## src/rtl/riscDecPkg.sv

```systemverilog
package riscDecPkg;
  localparam int INSTR_W = 32;
  localparam int OP_W    = 6;
  localparam int FUNC_W  = 6;

  typedef enum logic [3:0] {
    ALU_ADD, ALU_SUB, ALU_AND, ALU_OR, ALU_XOR, ALU_NOR,
    ALU_SLL, ALU_SRL, ALU_SRA, ALU_LUI
  } aluOp_e;

  typedef struct packed {
    aluOp_e aluOp;
    logic   useImm;
    logic   immSign;
    logic   destRt;
    logic   legal;
  } ctrlStrobes_t;

  localparam logic [OP_W-1:0] OPC_REG   = 6'h00;
  localparam logic [OP_W-1:0] OPC_ADDI  = 6'h09;
  localparam logic [OP_W-1:0] OPC_ANDI  = 6'h0C;
  localparam logic [OP_W-1:0] OPC_ORI   = 6'h0D;
  localparam logic [OP_W-1:0] OPC_UPPER = 6'h0F;

  localparam logic [FUNC_W-1:0] FN_SLL = 6'h00;
  localparam logic [FUNC_W-1:0] FN_SRL = 6'h02;
  localparam logic [FUNC_W-1:0] FN_SRA = 6'h03;
  localparam logic [FUNC_W-1:0] FN_ADD = 6'h21;
  localparam logic [FUNC_W-1:0] FN_SUB = 6'h23;
  localparam logic [FUNC_W-1:0] FN_OR  = 6'h25;
  localparam logic [FUNC_W-1:0] FN_XOR = 6'h26;
  localparam logic [FUNC_W-1:0] FN_NOR = 6'h27;
endpackage

```

## src/rtl/riscDecCtrl.sv

```systemverilog
module riscDecCtrl
  import riscDecPkg::*;
(
  input  logic [OP_W-1:0]   opcode,
  input  logic [FUNC_W-1:0] funcCode,
  output ctrlStrobes_t      strobes
);
  always_comb begin
    strobes = '{aluOp: ALU_ADD, useImm: 1'b0, immSign: 1'b0, destRt: 1'b0, legal: 1'b1};
    unique case (opcode)
      OPC_REG: begin
        unique case (funcCode)
          FN_ADD:  strobes.aluOp = ALU_ADD;
          FN_SUB:  strobes.aluOp = ALU_SUB;
          FN_OR:   strobes.aluOp = ALU_OR;
          FN_XOR:  strobes.aluOp = ALU_XOR;
          FN_NOR:  strobes.aluOp = ALU_NOR;
          FN_SLL:  strobes.aluOp = ALU_SLL;
          FN_SRL:  strobes.aluOp = ALU_SRL;
          FN_SRA:  strobes.aluOp = ALU_SRA;
          default: strobes.legal = 1'b0;
        endcase
      end
      OPC_ADDI: begin
        strobes.aluOp   = ALU_ADD;
        strobes.useImm  = 1'b1;
        strobes.immSign = 1'b1;
        strobes.destRt  = 1'b1;
      end
      OPC_ANDI: begin
        strobes.aluOp  = ALU_AND;
        strobes.useImm = 1'b1;
        strobes.destRt = 1'b1;
      end
      OPC_ORI: begin
        strobes.aluOp  = ALU_OR;
        strobes.useImm = 1'b1;
        strobes.destRt = 1'b1;
      end
      OPC_UPPER: begin
        strobes.aluOp  = ALU_LUI;
        strobes.useImm = 1'b1;
        strobes.destRt = 1'b1;
      end
      default: strobes.legal = 1'b0;
    endcase
  end
endmodule

```

## src/rtl/riscDecDatapath.sv

```systemverilog
module riscDecDatapath
  import riscDecPkg::*;
#(
  parameter int DATA_W  = 32,
  parameter int IMM_W   = 16,
  parameter int SHAMT_W = 5,
  parameter int IDX_W   = 5
) (
  input  ctrlStrobes_t       strobes,
  input  logic [IMM_W-1:0]   immField,
  input  logic [SHAMT_W-1:0] shamtField,
  input  logic [IDX_W-1:0]   rtField,
  input  logic [IDX_W-1:0]   rdField,
  input  logic [DATA_W-1:0]  opA,
  input  logic [DATA_W-1:0]  opB,
  output logic [DATA_W-1:0]  result,
  output logic [IDX_W-1:0]   destIdx
);
  localparam int EXT_W = DATA_W - IMM_W;

  logic [DATA_W-1:0] extImm;
  logic [DATA_W-1:0] srcB;
  logic [DATA_W-1:0] aluOut;

  assign extImm = {{EXT_W{immField[IMM_W-1] & strobes.immSign}}, immField};
  assign srcB   = strobes.useImm ? extImm : opB;

  always_comb begin
    unique case (strobes.aluOp)
      ALU_ADD: aluOut = opA + srcB;
      ALU_SUB: aluOut = opA - srcB;
      ALU_AND: aluOut = opA & srcB;
      ALU_OR:  aluOut = opA | srcB;
      ALU_XOR: aluOut = opA ^ srcB;
      ALU_NOR: aluOut = ~(opA | srcB);
      ALU_SLL: aluOut = opB << shamtField;
      ALU_SRL: aluOut = opB >> shamtField;
      ALU_SRA: aluOut = $unsigned($signed(opB) >>> shamtField);
      ALU_LUI: aluOut = {immField, {EXT_W{1'b0}}};
      default: aluOut = '0;
    endcase
  end

  assign result  = strobes.legal ? aluOut : '0;
  assign destIdx = strobes.destRt ? rtField : rdField;
endmodule

```

## src/rtl/riscDecodeExec.sv

```systemverilog
module riscDecodeExec
  import riscDecPkg::*;
(
  input  logic [31:0] instrWord,
  input  logic [31:0] opA,
  input  logic [31:0] opB,
  output logic [31:0] result,
  output logic [4:0]  destIdx,
  output logic        writeEn,
  output logic        illegalInstr
);
  ctrlStrobes_t strobes;

  riscDecCtrl uCtrl (
    .opcode   (instrWord[31:26]),
    .funcCode (instrWord[5:0]),
    .strobes  (strobes)
  );

  riscDecDatapath #(
    .DATA_W(32), .IMM_W(16), .SHAMT_W(5), .IDX_W(5)
  ) uDp (
    .strobes    (strobes),
    .immField   (instrWord[15:0]),
    .shamtField (instrWord[10:6]),
    .rtField    (instrWord[20:16]),
    .rdField    (instrWord[15:11]),
    .opA        (opA),
    .opB        (opB),
    .result     (result),
    .destIdx    (destIdx)
  );

  assign writeEn      = strobes.legal;
  assign illegalInstr = ~strobes.legal;
endmodule

```

## config.mk

```make
export PLATFORM = sky130hd
export DESIGN_NAME = riscDecodeExec
export DESIGN_NICKNAME = d
export VERILOG_FILES = /design/src/rtl/riscDecPkg.sv /design/src/rtl/riscDecCtrl.sv /design/src/rtl/riscDecDatapath.sv /design/src/rtl/riscDecodeExec.sv
export SDC_FILE = /design/constraint.sdc
export NUM_CORES = 1
export LEC_CHECK = 0
export BUFFER_PORTS_ARGS = -buffer_cell sky130_fd_sc_hd__buf_2
export CORE_MARGIN = 2
export CORE_UTILIZATION = 43
export DETAILED_ROUTE_END_ITERATION = 10
export GPL_ROUTABILITY_DRIVEN = 0
export PLACE_DENSITY = 0.69
export SLEW_MARGIN = 0
export SYNTH_ARGS = -nofsm -noshare
export SYNTH_HDL_FRONTEND = slang
export SYNTH_SLANG_ARGS = --single-unit
```

## constraint.sdc

```tcl
create_clock -name vclk -period 16.14
set_input_delay 1.614 -clock vclk [all_inputs]
set_output_delay 1.614 -clock vclk [all_outputs]
set_load 0.005 [all_outputs]
```

Word level (Yosys, flattened, before mapping)
Index checks and enable logic that the tools add are counted.
{"block": "word_totals", "romBits": 0, "inputBits": 96, "word_cells": 46, "ff_bits": 0, "out_inout_bits": 39, "n_memories": 0, "mem_bits_rw": 0, "latch_bits": 0}
{"block": "op_classes", "eq_ne": 20, "reduce_logical": 5, "n_div": 0, "muxes": 10, "shifts": 3, "multipliers": 0, "add_sub_neg": 2, "bitwise_logic": 6, "magnitude_cmp": 0}
{"cell": "$pmux W32 S10", "n": 1}
{"cell": "$mux W32", "n": 2}
{"cell": "$add A32 B32 Y32", "n": 1}
{"cell": "$and A32 B32 Y32", "n": 1}
{"cell": "$not A32 Y32", "n": 1}
{"cell": "$or A32 B32 Y32", "n": 1}
{"cell": "$shl A32 B5 Y32", "n": 1}
{"cell": "$shr A32 B5 Y32", "n": 1}
{"cell": "$sshr A32 B5 Y32", "n": 1}
{"cell": "$sub A32 B32 Y32", "n": 1}
{"cell": "$xor A32 B32 Y32", "n": 1}
{"cell": "$eq A6 B6 Y1 const B", "n": 5}
{"cell": "$pmux W4 S7", "n": 1}
{"cell": "$eq A6 B4 Y1 const B", "n": 4}
{"cell": "$eq A4 B3 Y1 const B", "n": 4}
{"cell": "$pmux W4 S4", "n": 1}
{"cell": "$eq A6 B2 Y1 const B", "n": 2}
{"cell": "$logic_not A6 Y1", "n": 2}
{"cell": "$eq A4 B2 Y1 const B", "n": 2}
{"cell": "$eq A4 B4 Y1 const B", "n": 2}
{"cell": "$reduce_or A8 Y1", "n": 1}
{"cell": "$mux W5", "n": 1}
{"cell": "$eq A4 B1 Y1 const B", "n": 1}
{"cell": "$logic_not A4 Y1", "n": 1}
{"cell": "5 further kinds", "n": 7}

Longest topological paths before layout
{"block": "logic_depth", "depth_word": 8, "mapped_depth": 25}

Cells and area by module
A second synthesis with hierarchy kept.
{"block": "unflattened", "cells_unflattened": 1242, "area_unflattened_um2": 8866.0}
{"mod": "riscDecDatapath", "cells_each": 1208, "seq_area_each_um2": 0.0, "n_inst": 1, "area_per_inst_um2": 8624.5}
{"mod": "riscDecCtrl", "cells_each": 33, "seq_area_each_um2": 0.0, "n_inst": 1, "area_per_inst_um2": 237.7}
{"mod": "riscDecodeExec", "cells_each": 1, "seq_area_each_um2": 0.0, "n_inst": 1, "area_per_inst_um2": 3.8}

Worst setup path after synthesis
No wires, ideal clock.
{"block": "synth_timing", "path_kind": "input -> output", "start": "input port instrWord[31]", "end": "output port result[29]", "cell_stages": 25, "t_arrival_ns": 6.019, "required_time_ns": 14.526, "n_path_buf": 6, "path_slack_ns": 8.507, "path_cell_list": "or3b_1 -> buf_2 -> a211o_1 -> buf_6 -> buf_6 -> clkbuf_1 -> clkbuf_1 -> nand2_1 -> nand2_1 -> inv_1 -> ha_1 -> nand3_1 -> nor2_1 -> nor2_1 -> xnor2_1 -> ha_1 -> clkbuf_1 -> a211oi_1 -> o211ai_1 -> a211oi_1 -> a21oi_1 -> o31ai_1 -> xnor2_1 -> a2111oi_0 -> nor2_1"}
{"block": "synth_via", "elab_chain_len": 8, "elab_cells_between_ends": 30, "classes_between": "add/sub: 2; eq/ne: 13; mux: 7; bitwise: 5; reduce/logical: 3"}
{"item": "start: declaration", "line_no": "riscDecodeExec.sv:4", "rtl": "input logic [31:0] instrWord,"}
{"item": "parallel branches: the longest is 7 deep, another holds $sub A32 B32 Y32"}
{"item": "$mux W32 *", "line_no": "riscDecDatapath.sv:44", "rtl": "assign result = strobes.legal ? aluOut : '0;"}
{"item": "end: declaration", "line_no": "riscDecodeExec.sv:7", "rtl": "output logic [31:0] result,"}
Mark *: on every way between the ends.

Worst setup path after layout
{"block": "layout_timing", "start": "input port instrWord[27]", "end": "output port result[31]"}
The elaborated chain is that of the path after synthesis.

==> impl_metrics.env <==
export IMPL_achievable_frequency_mhz=106.9
export IMPL_netlist_area_sq_um=9409
export IMPL_setup_viol=0
export IMPL_syn_inst=1321
export IMPL_final_fill_count=2261
export IMPL_core_area_sq_um=21620
export IMPL_grt_max_degree=84
export IMPL_holdPathStages=4
export IMPL_hold_end="destIdx[1]"
export IMPL_first_iter_violations=1605
export IMPL_hold_viol=0
export IMPL_cp_slowest_stage_delay_ns=0.84
export IMPL_drive_gt1_share_pct=19.27
export IMPL_finalCritPeriodShare_pct=57.96
export IMPL_start_kind="input port"
export IMPL_status="finished, final reports clean"
export IMPL_dieArea_sq_um=23080
export IMPL_num_rows=54
export IMPL_wl_um=38570
export IMPL_min_period_ns=9.354
export IMPL_start_util_pct=43.52
export IMPL_seq_area_sq_um=0
export IMPL_final_common_cell="nor2_1"
export IMPL_post_cts_setup_buffers=0
export IMPL_fp_dieW_um=151.9
export IMPL_first_pass_iters=6
export IMPL_critPathRequiredTime_ns=14.53
export IMPL_overflow=0
export IMPL_die_h_um=151.9
export IMPL_cp_slowest_cell="a21o_1"
export IMPL_drt_drc_violations_left=0
export IMPL_n_sequential_cell=0
export IMPL_clkbuf_count=0
export IMPL_cp_max_fo=18
export IMPL_grt_pass1_vias=9939
export IMPL_critical_path_class="in2out"
export IMPL_hpwl_um=29530
export IMPL_crit_arrival_ns=7.74
export IMPL_rsz0062_at_grt="no"
export IMPL_cts_hold_buf=0
export IMPL_crit_path_cell_trace="buf_2, nor4_2, and2_1, a21o_1, nand3_1, a21oi_1, ha_1, nor2b_1, o31a_1, o311ai_1, a21oi_1, o31ai_1, o21ai_0, xnor2_1, o211ai_1, buf_2"
export IMPL_cts_repair_resized=0
export IMPL_slew_limit_headroom_pct=17.32
export IMPL_slew_viol_final=0
export IMPL_syn_area_per_cell_sq_um=7.123
export IMPL_tightest_slew_ns=1.225
export IMPL_synth_cell_types=80
export IMPL_grt_pass1_wl_um=58660
export IMPL_cp_end_kind="primary output"
export IMPL_worstHoldPathType="in2out"
export IMPL_wl_per_cell_um=23.74
export IMPL_grt_total_usage_pct=31.54
export IMPL_tns_ns=0
export IMPL_antenna_found_initial=1
export IMPL_yosysSeqAreaShare_pct=0
export IMPL_vias=11190
export IMPL_fin_nets=1539
export IMPL_final_cell_mix="nor2_1 (150), buf_2 (128), a21oi_1 (126)"
export IMPL_synth_warnings=0
export IMPL_cap_violations=0
export IMPL_area_growth_pct=6.343
export IMPL_hp_start="instrWord[17]"
export IMPL_port_buffers=130
export IMPL_syn_nets=1514
export IMPL_detail_route_antenna_nets=0
export IMPL_pin_count=135
export IMPL_viasPerCell=6.889
[stage by stage]
stage	hold WS (ns)	cells	utilization, %	setup WS, ns	area [sq um]
floorplan	3.313	1321	-	8.507	9409
global placement	3.481	1624	46.27	7.131	10000
detailed placement	3.480	1624	46.27	7.069	10000
CTS	3.481	1624	46.27	7.046	10000
global route	3.498	1624	46.27	6.576	10000
finish	3.477	1625	46.28	6.786	10010
[cell type report]
cell class / count / area [sq um] / area share [%]
inverters: 83 / 311.5 / 3.114
diodes: 1 / 2.502 / 0.02501
multi-input cells: 1113 / 8551 / 85.46
repair buffers: 148 / 790.8 / 7.903
well taps: 280 / 350.3 / 3.501
[logic make-up after synthesis]
kind of cell | count (synthesis) | share of synthesized area [%]
compound gates | 415 | 29.15
xor+xnor | 47 | 4.375
fa+ha+maj | 97 | 12.98
buf+inv | 208 | 9.295
mux | 150 | 24.72
simple gates | 404 | 19.48
[how the worst max path moves through the flow]
stage / start / end / cells past startpoint / slack (ns)
2_1_floorplan: instrWord[31] / result[29] / 25 / 8.51
3_3_place_gp: instrWord[27] / result[31] / 16 / 7.13
3_5_place_dp: instrWord[27] / result[31] / 16 / 7.07
4_1_cts: instrWord[27] / result[31] / 16 / 7.05
5_1_grt: instrWord[27] / result[31] / 16 / 6.58
6_report: instrWord[27] / result[31] / 16 / 6.79
[cell usage after synthesis (11+ instances only)]
cell	number	area share, %
mux2i_1	66	7.0
mux2_2	18	2.2
o31ai_1	11	0.88
mux4_2	63	15
buf_2	39	2.1
o22ai_1	16	1.1
o221ai_1	11	1.0
ha_1	96	13
inv_1	77	3.1
a211o_1	11	1.0
nor2_1	152	6.1
xnor2_1	44	4.1
a31oi_1	17	1.1
a221oi_1	11	1.0
o211ai_1	12	0.96
nand3_1	18	0.96
a211oi_1	26	2.1
a21oi_1	127	6.8
nand2_1	121	4.8
o21ai_0	68	3.6
clkbuf_1	74	3.0
a221o_1	11	1.2
nor3_1	29	1.5
o21a_1	12	0.96
[worst max-delay path: cells and delay by family]
family / cells / cell delay, ns
AOI/OAI and AO/OA: 8 / 3.61
and+or+nand+nor: 4 / 1.71
buffers and inverters: 2 / 0.34
adders and majority gates: 1 / 0.29
xor gates and xnor gates: 1 / 0.18
[metal layers]
layer	up-vias	GRT usage (%)	wire, um
met3	174	4.421	4586
met4	0	15.09	2852
met1	5220	43.86	15040
met5	-	0	0
li1	4970	-	-
met2	830	48.11	16090
